<file path="src/rtl/sir_stuff_pkg.sv">
package sir_stuff_pkg;
  localparam int BYTE_W = 8;
  localparam logic [BYTE_W-1:0] ESC_CODE   = 8'h7D;
  localparam logic [BYTE_W-1:0] FLAG_OPEN  = 8'hC0;
  localparam logic [BYTE_W-1:0] FLAG_CLOSE = 8'hC1;
  localparam int FLIP_BIT = 5;
  localparam logic [BYTE_W-1:0] FLIP_MASK  = BYTE_W'(1) << FLIP_BIT;

  typedef enum logic [2:0] {
    ST_IDLE,
    ST_ESC,
    ST_LAST,
    ST_AB1,
    ST_AB2
  } stuff_state_t;

  function automatic logic needs_escape(input logic [BYTE_W-1:0] b);
    return (b == FLAG_OPEN) || (b == FLAG_CLOSE) || (b == ESC_CODE);
  endfunction

  function automatic logic [BYTE_W-1:0] flip_byte(input logic [BYTE_W-1:0] b);
    return b ^ FLIP_MASK;
  endfunction
endpackage

</file>
<file path="src/rtl/sir_crc_tap.sv">
module sir_crc_tap
  import sir_stuff_pkg::*;
(
  input  logic              clk,
  input  logic              rst_n,
  input  logic              take,
  input  logic [BYTE_W-1:0] raw_byte,
  output logic              crc_valid,
  output logic [BYTE_W-1:0] crc_data
);
  // One strobe per accepted byte; the byte is the one the source wrote.
  always_ff @(posedge clk) begin
    if (!rst_n) begin
      crc_valid <= 1'b0;
      crc_data  <= '0;
    end else begin
      crc_valid <= take;
      if (take) crc_data <= raw_byte;
    end
  end
endmodule

</file>
<file path="src/rtl/sir_stuff_ctrl.sv">
module sir_stuff_ctrl
  import sir_stuff_pkg::*;
(
  input  logic              clk,
  input  logic              rst_n,
  input  logic              in_valid,
  input  logic [BYTE_W-1:0] in_data,
  output logic              in_ready,
  input  logic              abort_req,
  output logic              out_valid,
  output logic [BYTE_W-1:0] out_data,
  input  logic              out_ready,
  output logic              take,
  output logic              esc_phase,
  output logic              abort_phase
);
  stuff_state_t      st;
  logic [BYTE_W-1:0] held_byte;
  logic              abort_pend;
  logic              abort_hit;
  logic              slot_free;
  logic              abort_take;
  logic              in_abort;

  assign abort_hit  = abort_req | abort_pend;
  assign in_abort   = (st == ST_AB1) || (st == ST_AB2);
  assign slot_free  = (st == ST_IDLE) || out_ready;
  assign abort_take = abort_hit && !in_abort && slot_free;
  assign in_ready   = !abort_hit && ((st == ST_IDLE) || ((st == ST_LAST) && out_ready));
  assign take       = in_valid && in_ready;
  assign out_valid  = (st != ST_IDLE);
  assign esc_phase  = (st == ST_ESC);
  assign abort_phase = (st == ST_AB1);

  always_ff @(posedge clk) begin
    if (!rst_n) begin
      st         <= ST_IDLE;
      out_data   <= '0;
      held_byte  <= '0;
      abort_pend <= 1'b0;
    end else begin
      abort_pend <= abort_hit && !abort_take;
      if (abort_take) begin
        st       <= ST_AB1;
        out_data <= ESC_CODE;
      end else if (take) begin
        if (needs_escape(in_data)) begin
          st        <= ST_ESC;
          out_data  <= ESC_CODE;
          held_byte <= flip_byte(in_data);
        end else begin
          st       <= ST_LAST;
          out_data <= in_data;
        end
      end else if (out_ready) begin
        case (st)
          ST_ESC: begin
            st       <= ST_LAST;
            out_data <= held_byte;
          end
          ST_AB1: begin
            st       <= ST_AB2;
            out_data <= FLAG_CLOSE;
          end
          ST_LAST, ST_AB2: st <= ST_IDLE;
          default: st <= ST_IDLE;
        endcase
      end
    end
  end
endmodule

</file>
<file path="src/rtl/sir_byte_stuffer.sv">
module sir_byte_stuffer
  import sir_stuff_pkg::*;
(
  input  logic        clk,
  input  logic        rst_n,
  input  logic        in_valid,
  input  logic [7:0]  in_data,
  output logic        in_ready,
  input  logic        abort_req,
  output logic        out_valid,
  output logic [7:0]  out_data,
  input  logic        out_ready,
  output logic        crc_valid,
  output logic [7:0]  crc_data
);
  logic take;
  logic esc_phase;
  logic abort_phase;

  sir_stuff_ctrl ctrl_i (
    .clk        (clk),
    .rst_n      (rst_n),
    .in_valid   (in_valid),
    .in_data    (in_data),
    .in_ready   (in_ready),
    .abort_req  (abort_req),
    .out_valid  (out_valid),
    .out_data   (out_data),
    .out_ready  (out_ready),
    .take       (take),
    .esc_phase  (esc_phase),
    .abort_phase(abort_phase)
  );

  sir_crc_tap tap_i (
    .clk      (clk),
    .rst_n    (rst_n),
    .take     (take),
    .raw_byte (in_data),
    .crc_valid(crc_valid),
    .crc_data (crc_data)
  );
endmodule

</file>
<file path="config.mk">
export PLATFORM = sky130hd
export DESIGN_NAME = sir_byte_stuffer
export DESIGN_NICKNAME = d
export VERILOG_FILES = /design/src/rtl/sir_stuff_pkg.sv /design/src/rtl/sir_crc_tap.sv /design/src/rtl/sir_stuff_ctrl.sv /design/src/rtl/sir_byte_stuffer.sv
export SDC_FILE = /design/constraint.sdc
export NUM_CORES = 1
export LEC_CHECK = 0
export BUFFER_PORTS_ARGS = -buffer_cell sky130_fd_sc_hd__buf_2
export CORE_MARGIN = 5
export CORE_UTILIZATION = 40
export DETAILED_ROUTE_END_ITERATION = 16
export PLACE_DENSITY = 0.65
export SLEW_MARGIN = 0
export SYNTH_ARGS = -nofsm -noshare
export SYNTH_HDL_FRONTEND = slang
export SYNTH_SLANG_ARGS = --single-unit
</file>
<file path="constraint.sdc">
create_clock -name clk -period 1.45 [get_ports clk]
set_input_delay 0 -clock clk [delete_from_list [all_inputs] [get_ports clk]]
set_output_delay 0 -clock clk [all_outputs]
set_load 0.02 [all_outputs]
</file>
==> results of run 1 <==
## worst reg2reg max path, stage by stage (launching register included)
cell and delay [ps]:
dfxtp_4 360, nor4_4 310, and3_4 300, nor2_4 60, a22o_1 180, o221a_1 210
## final timing paths
path | start | slack, ps | end
max | ctrl_i.st[0]$_SDFFE_PN0P_ | -60 | ctrl_i.out_data[3]$_SDFFE_PN0P_
min | rst_n | 20 | ctrl_i.held_byte[5]$_SDFFE_PN0P_
min reg2reg | tap_i.crc_data[6]$_SDFFE_PN0P_ | 460 | tap_i.crc_data[6]$_SDFFE_PN0P_
max reg2reg | ctrl_i.st[0]$_SDFFE_PN0P_ | -60 | ctrl_i.out_data[3]$_SDFFE_PN0P_
## layout by cell type (no fill, tap or decap), drive strengths merged, types with 2 or more instances in the layout
master / instances
nor2b: 2
o221a: 6
nor3: 3
dfxtp: 29
a21oi: 15
a22o: 4
nand3: 3
clkbuf: 8
and3: 3
o211ai: 3
dlygate4sd3: 7
buf: 51
nor2: 16
nor4: 2
o21a: 2
or3: 2
inv: 2
o21ai: 3
nand2b: 2
and2: 4
nand2: 25
## cell usage after synthesis
library cell,number
dfxtp_1,29
nand2_1,25
nor2_1,15
a21oi_1,14
o221a_1,5
a22o_1,4
buf_6,3
clkbuf_1,3
o21ai_0,3
and2_1,2
and3_1,2
inv_1,2
nand2b_1,2
nand3_1,2
nor2b_1,2
nor3_1,2
o211ai_1,2
o21a_1,2
or3_2,2
a211oi_1,1
a21o_1,1
a21oi_2,1
a221o_2,1
a31oi_1,1
and2_0,1
and2_2,1
and3_2,1
and4b_1,1
mux2i_1,1
nand3_2,1
nand4_1,1
nor2_4,1
nor3_2,1
nor4_1,1
nor4_4,1
nor4b_1,1
o211ai_4,1
o221a_2,1
o22ai_1,1
or2b_1,1
## metal layers
| metal | GRT usage (%) | part of all wire (%) |
|---|---|---|
| met1 | 19.3 | 42 |
| met4 | 9.64 | 2.2 |
| met5 | 0 | 0 |
| met2 | 31.0 | 50 |
| met3 | 4.89 | 5.1 |
## area by class of cell
cell class | count | share of cell area [%]
clock buffers | 8 | 3.21
inverters | 2 | 0.410
multi-input cells | 105 | 39.7
flip-flops and latches | 29 | 32.2
well taps | 44 | 3.01
repair buffers | 58 | 21.5
## sequential cells by signal, summed over array words and instances, names as in the netlist
name	flops
ctrl_i.held_byte	8
tap_i.crc_valid	1
ctrl_i.abort_pend	1
ctrl_i.out_data	8
tap_i.crc_data	8
ctrl_i.st	3
## power groups by stage
stage | registers, mW | clock network (mW) | logic (mW)
after CTS | 0.880 | 0.525 | 0.453
after detailed placement | 0.899 | 0 | 0.421
after global placement | 0.897 | 0 | 0.411
final | 0.878 | 0.511 | 0.473
after global routing | 0.887 | 0.575 | 0.510
after floorplan | 0.953 | 0 | 0.196
## per-stage QoR
step	util (%)	cell area, sq um	cells	setup WS, ps	power [mW]
after detailed placement	52.7	1610	230	-125	1.32
after global placement	52.7	1610	230	-70.6	1.31
final	60.0	1830	246	-60.6	1.86
after floorplan	-	1290	142	-44.7	1.15
after CTS	58.2	1780	246	-76.7	1.86
after global routing	60.0	1830	246	-114	1.97
## kinds of logic after synthesis
logic type	after synthesis	synth area share, %
muxes	1	0.784
AOI/OAI and AO/OA	38	22.4
and+or+nand+nor	66	27.2
DFF	29	45.4
buffers and inverters	8	4.11
## what timing repair did
action,in CTS,in global routing
pin swaps,9,3
hold endpoints to repair,10,0
buffers inserted,2,0
resized for setup,14,11
hold buffers,7,0
endpoints found under the setup margin,19,24
==> flow_summary.ini, run 1 <==
[outcome]
status = finished, violations left
failed_checks = setup timing

[synthesis]
synth_area_leaders = dfxtp_1, nand2_1, a21oi_1, nor2_1, o221a_1
seq_area_frac_synth_pct = 45.4
synthCells = 142
synth_cell_types = 40
synth_area_sq_um = 1280
yosys.area.top_type = dfxtp_1
ys_ff_latch = 29
synth_top_cell_area_share_pct = 45.4
syn_nets = 155
synth.avg_cell_area_sq_um = 9.00
yosysWarnings = 0

[clock_network]
clockBufferDepth = 2
cts_htree_levels = 2
cts.sinks = 29
insertion_delay_ps = 330
cts_root_buf = clkbuf_4
clkTransAtPathRegs_ps = 90
cts_tree = done
cts_buffers = 5

[worst_setup_path]
timing.critical_path.buf_inv = 0
crit_cells = 5
slowest_delay_ps = 360
crit_family = simple AND/OR/NAND/NOR gates
crit_path_end_kind = flip-flop
cp.required_ps = 1670
crit_path_start_kind = flip-flop
arrival_ps = 1730
path_cells = nor4_4 > and3_4 > nor2_4 > a22o_1 > o221a_1
r2r_cells = 5
cp_slowest_cell = dfxtp_4
worstSetupPathType = flip-flop to flip-flop
critical_path.max_fanout = 6

[sta]
slew_violations = 0
fin_setup_tns_ps = -452
hold_ws_ps = 19.0
fin_crit_sh_pct = 104
rsz0062_at_grt = true
finalSetupViolations = 11
worstMarginPinSlew_ps = 594
fmax_ghz = 0.662
hold_violations = 0
fin_crit_ps = 1510
fin_ws_ps = -60.6
slew_headroom_pct = 60.4
skew_ps = 4.59

[floorplanning]
rows = 20
ios = 32
start_util_pct = 41.8
dieHeight_um = 66.5
dieArea_sq_um = 4420
floorplan.core_area_sq_um = 3050
die_w_um = 66.5

[routing]
routedWlPerCell_um = 14.4
drtIter0Drc = 97
routed-via-count = 1289
viasPerCell = 5.24
route.detailed.drc = 0
first_pass_iters = 4
drt_wl_total_um = 3540
postRouteAntennaNets = 0

[layout]
seq_area_sq_um = 589
area_growth_pct = 43.3
multiInputGateArea_sq_um = 727
drive_gt1_share_pct = 43.1
nFillCells = 283
antenna_cells = 0
layout.nets = 214

[power_and_ir_drop]
switching_share_pct = 30.0
irDropWorstVdd_v = 0.000587
power_frac_seq_pct = 47.2
p_leak_nw = 0.769
power_density_nw_per_um2 = 1020
power_switching_mw = 0.558
intPower_mw = 1.30
clockPowerShare_pct = 27.4
p_comb_share_pct = 25.4

[run]
maxCapViolCount = 0

[global_route]
grt_pass1_wl_um = 5980
antenna_found_initial = 0
grt_overflow = 0
grt_max_degree = 17
grt_pass1_vias = 1347
grtUsageTotal_pct = 17.8

[placed_design]
dp_hpwl_um = 2530
gp_congestion = 0.925
io_buffers = 31

[worst_hold_path]
hold_class = input port to flip-flop
whs_path_depth = 2
(Power assumes the default switching activity.)
==> inputs of run 2 (changes only) <==
PLACE_DENSITY = default   (was 0.65)
clock period = 1.9 ns   (was 1.45 ns; I/O delays follow)
==> run 2 against run 1 <==
The flow now finishes without violations. Sequential share of layout area grew 3.0 points. Largest cell class unchanged. Worst hold slack lost 1.4 ps. Wire length shrank 12%. Utilization shrank 6.0 points. Die area is the same. Global-route usage shrank 2.3 points. Via count shrank 8.4%. Register-to-register slack gained 290 ps. Sequential cell count is the same. Sequential power shrank 24%. Fmax shrank 9.8%.
==> flow_summary.ini, run 2 (same netlist as run 1, synthesis figures left out) <==
[outcome]
status = finished, final reports clean

[global_route]
use_met1_pct = 19.0
antenna_found_initial = 0
met3_usage_pct = 6.58
grt_overflow = 0
grt_use_met2_pct = 24.5
grtUsageTotal_pct = 15.5
grt_pass1_wl_um = 5190
grt_max_degree = 17
grt_most_used_layer = met2
grt_pass1_vias = 1129

[worst_setup_path]
reg2reg_from = ctrl_i.st[0]$_SDFFE_PN0P_
r2r_cells = 6
critical_path.max_fanout = 10
timing.critical_path.buf_inv = 1
crit_top_cell = nor2_1
worstSetupPathType = flip-flop to flip-flop
arrival_ps = 1900
crit_path_end_kind = flip-flop
path_cells = nor4_4 > nand3_2 > buf_4 > nor2_1 > nor2_1 > o221a_2
r2r_slack_ps = 230
crit_family = simple AND/OR/NAND/NOR gates
crit_path_start_kind = flip-flop
r2r_end = ctrl_i.out_data[6]$_SDFFE_PN0P_
cp_slowest_cell = dfxtp_1
slowest_delay_ps = 350
cp.required_ps = 2120

[layout]
final_cell_mix = buf_2, dfxtp_1, nand2_1, nor2_1, a21oi_1
fin_cells = 234
area_growth_pct = 29.0
layout.nets = 202
stdcell_area_sq_um = 1650
final_common_cell = buf_2
drive_gt1_share_pct = 30.0
antenna_cells = 0
top_regs = ctrl_i.held_byte (8), ctrl_i.out_data (8), tap_i.crc_data (8)

[sta]
worstMarginPinSlew_ps = 541
skew_ps = 6.15
fmax_ghz = 0.597
finalSetupViolations = 0
rsz0062_at_grt = false
fin_crit_ps = 1670
fin_setup_tns_ps = 0
slew_headroom_pct = 63.9
slew_violations = 0
hold_violations = 0
fin_crit_sh_pct = 88.1
hold_ws_ps = 17.6

[clock_network]
cts_tree = done
insertion_delay_ps = 330
cts_root_buf = clkbuf_4
cts_htree_levels = 2
cts.sinks = 29
cts_setup_buffers = 0
cts_buffers = 5
cts-resized-gates = 0
clockBufferDepth = 2
clkTransAtPathRegs_ps = 90

[floorplanning]
dieArea_sq_um = 4420
dieHeight_um = 66.5
floorplan.core_area_sq_um = 3050
die_w_um = 66.5
ios = 32
rows = 20
start_util_pct = 41.8

[run]
maxCapViolCount = 0

[power_and_ir_drop]
fin_total_pwr_mw = 1.40
p_leak_nw = 0.697
irDropWorstVdd_v = 0.000516
power_density_nw_per_um2 = 849

[placed_design]
dp.cells = 217
io_buffers = 31
dp_hpwl_um = 2310
placed_area_sq_um = 1490
gp_congestion = 0.933

[worst_hold_path]
hold_end = ctrl_i.abort_pend$_SDFF_PN0_
whs_path_depth = 3
hold_start = abort_req
hold_class = input port to flip-flop

[routing]
routedWlPerCell_um = 13.3
viasPerCell = 5.05
routed-via-count = 1181
first_pass_iters = 4
postRouteAntennaNets = 0
drtIter0Drc = 54
route.detailed.drc = 0
drt_wl_total_um = 3100
[run 2: changes by cell type in the layout (fill, tap and decap cells not counted), sizes merged]
| cell | before | now |
|---|---|---|
| clkbuf | 8 | 7 |
| buf | 51 | 37 |
| dlygate4sd3 | 7 | 9 |
| clkinv | 0 | 1 |
[run 2: layout make-up]
type / instances / area, sq um
Multi-Input combinational cell: 105 / 644
Timing Repair Buffer: 46 / 290
Tap cell: 44 / 55.1
Fill cell: 297 / 1410
Inverter: 2 / 7.51
Clock inverter: 1 / 5.00
Sequential cell: 29 / 581
Clock buffer: 7 / 65.1
[run 2: timing repair]
item                                   CTS  global route
hold buffers                             9             0
setup endpoints to repair                0             0
endpoints found under the hold margin   15             0
[run 2: where the power goes]
part	internal [mW]	switching [mW]	leakage, nW
combinational	0.126	0.176	0.419
clock	0.214	0.213	0.0413
sequential	0.647	0.0225	0.237
[run 2: how the worst max path moves through the flow]
stage	start	end	slack, ps	depth (start not counted)
after floorplan	ctrl_i.st[2]$_SDFFE_PP0P_	ctrl_i.out_data[5]$_SDFFE_PN0P_	340	7
after global placement	ctrl_i.st[0]$_SDFFE_PN0P_	ctrl_i.out_data[6]$_SDFFE_PN0P_	290	6
after detailed placement	ctrl_i.st[0]$_SDFFE_PN0P_	ctrl_i.out_data[0]$_SDFFE_PN0P_	250	6
after CTS	ctrl_i.st[0]$_SDFFE_PN0P_	ctrl_i.out_data[0]$_SDFFE_PN0P_	220	6
after global routing	ctrl_i.st[0]$_SDFFE_PN0P_	ctrl_i.out_data[6]$_SDFFE_PN0P_	50	6
final	ctrl_i.st[0]$_SDFFE_PN0P_	ctrl_i.out_data[6]$_SDFFE_PN0P_	230	6
[run 2: worst register-to-register path, stage by stage, from the launching register on]
cell and delay [ps]:
dfxtp_1 350, nor4_4 320, nand3_2 190, buf_4 220
nor2_1 140, nor2_1 80, o221a_2 280
[run 2: layer usage]
metal / part of all wire, % / vias to the layer above
li1: - / 599
met1: 47 / 549
met2: 46 / 28
met3: 5.7 / 5
met4: 1.2 / 0
met5: 0 / -
[run 2: per-stage QoR]
step / worst slack [ps] / util [%]
4_1_cts: 222 / 54.0
5_1_grt: 49.4 / 54.0
3_5_place_dp: 253 / 48.7
2_1_floorplan: 338 / -
6_report: 225 / 54.0
3_3_place_gp: 288 / 48.7
==> inputs of run 3 (changes only) <==
REMOVE_ABC_BUFFERS = 1   (was default)
==> run 3 against run 2 <==
Non-clock buffer count decreased by 3. Worst hold slack worse by 11 ps. Sequential power is essentially flat. Combinational power fell by 3%. Critical path type unchanged.
==> flow_summary.ini, run 3 (same netlist as run 1, synthesis figures left out) <==
[routing]
viasPerCell = 5.13
routed-via-count = 1180
first_pass_iters = 4
postRouteAntennaNets = 0
route.detailed.drc = 0
drt_wl_total_um = 3120
routedWlPerCell_um = 13.6
drtIter0Drc = 91

[floorplanning]
ios = 32
floorplan.core_area_sq_um = 3050
dieArea_sq_um = 4420
start_util_pct = 41.8
die_w_um = 66.5
rows = 20
dieHeight_um = 66.5

[power_and_ir_drop]
power_frac_seq_pct = 49.8
p_leak_nw = 0.671
p_comb_share_pct = 21.6
power_switching_mw = 0.409
clockPowerShare_pct = 28.6
irDropWorstVdd_v = 0.000520
intPower_mw = 0.942
power_density_nw_per_um2 = 839
switching_share_pct = 30.3

[clock_network]
cts_setup_buffers = 0
cts_root_buf = clkbuf_4
cts_buffers = 5
cts-resized-gates = 0
cts.sinks = 29
cts_tree = done
clockBufferDepth = 2
insertion_delay_ps = 330
holdBufCountCts = 9
cts_htree_levels = 2
clkTransAtPathRegs_ps = 90

[placed_design]
io_buffers = 31
dp.cells = 214
gp_congestion = 0.825
dp_hpwl_um = 2280

[sta]
slew_violations = 0
finalSetupViolations = 0
rsz0062_at_grt = false
fin_crit_ps = 1770
hold_violations = 0
skew_ps = 7.00
worstMarginPinSlew_ps = 499
slew_headroom_pct = 66.7
fin_setup_tns_ps = 0
fin_crit_sh_pct = 93.1
fmax_ghz = 0.565

[run]
maxCapViolCount = 0

[global_route]
grtUsageTotal_pct = 15.9
grt_most_used_layer = met2
grt_overflow = 0
grt_max_degree = 17
grt_pass1_wl_um = 5280
grt_pass1_vias = 1141
grt_use_met2_pct = 24.7
antenna_found_initial = 0
use_met1_pct = 20.4
met3_usage_pct = 4.72

[worst_setup_path]
crit_path_end_kind = flip-flop
critical_path.max_fanout = 14
arrival_ps = 2050
crit_path_start_kind = flip-flop
cp.required_ps = 2180
r2r_slack_ps = 130
worstSetupPathType = flip-flop to flip-flop

[worst_hold_path]
hold_class = input port to flip-flop

[layout]
area_growth_pct = 26.1
drive_gt1_share_pct = 28.0
final_cell_mix = buf_2, dfxtp_1, nand2_1, nor2_1, a21oi_1
antenna_cells = 0
top_regs = ctrl_i.held_byte (8), ctrl_i.out_data (8), tap_i.crc_data (8)
final_common_cell = buf_2
fin_cells = 230
layout.nets = 199

[outcome]
status = finished, final reports clean
## run 3: cell types whose count changed in the layout (fill, tap and decap cells not counted), sizes merged
cell and change:
clkinv -1, buf -3
## run 3: path summary, 6_finish.rpt
| kind | start | to | cells past startpoint |
|---|---|---|---|
| max | ctrl_i.st[0]$_SDFFE_PN0P_ | ctrl_i.out_data[0]$_SDFFE_PN0P_ | 6 |
| min reg2reg | ctrl_i.held_byte[4]$_SDFFE_PN0P_ | ctrl_i.held_byte[4]$_SDFFE_PN0P_ | 2 |
| max reg2reg | ctrl_i.st[0]$_SDFFE_PN0P_ | ctrl_i.out_data[0]$_SDFFE_PN0P_ | 6 |
| min | abort_req | ctrl_i.abort_pend$_SDFF_PN0_ | 3 |
## run 3: worst max-delay path, stage by stage (launching register included)
cell and delay, ps:
dfxtp_1 400, nor4_4 340, and3_1 370, buf_4 260
nor3_2 60, nor2_1 110, o221a_1 180
## run 3: final cells by class
class	instances	area, sq um
tap	44	55.1
multi-input combinational	105	644
fill	322	1440
inverter	2	7.51
sequential	29	581
timing repair buffer	43	268
clock buffer	7	55.1
## run 3: power groups by stage
stage / clock [mW] / sequential (mW) / combinational (mW)
after floorplan: 0 / 0.727 / 0.136
after global placement: 0 / 0.685 / 0.275
after detailed placement: 0 / 0.687 / 0.278
after CTS: 0.395 / 0.673 / 0.293
after global routing: 0.426 / 0.679 / 0.320
final: 0.387 / 0.673 / 0.292
## run 3: per-layer routing
layer  vias up  part of all wire (%)
li1        593                     -
met1       541                    47
met2        38                    45
met3         8                   6.5
met4         0                   2.1
met5         -                     0
## run 3: metrics by stage
stage	instance area, sq um	utilization [%]	hold WS (ps)	setup WS (ps)	power (mW)
2_1_floorplan	1230	-	117	72.2	0.863
3_3_place_gp	1470	48.0	269	200	0.960
3_5_place_dp	1470	48.0	276	163	0.966
4_1_cts	1610	52.7	3.02	133	1.36
5_1_grt	1610	52.7	28.8	15.2	1.43
6_report	1610	52.7	6.26	131	1.35
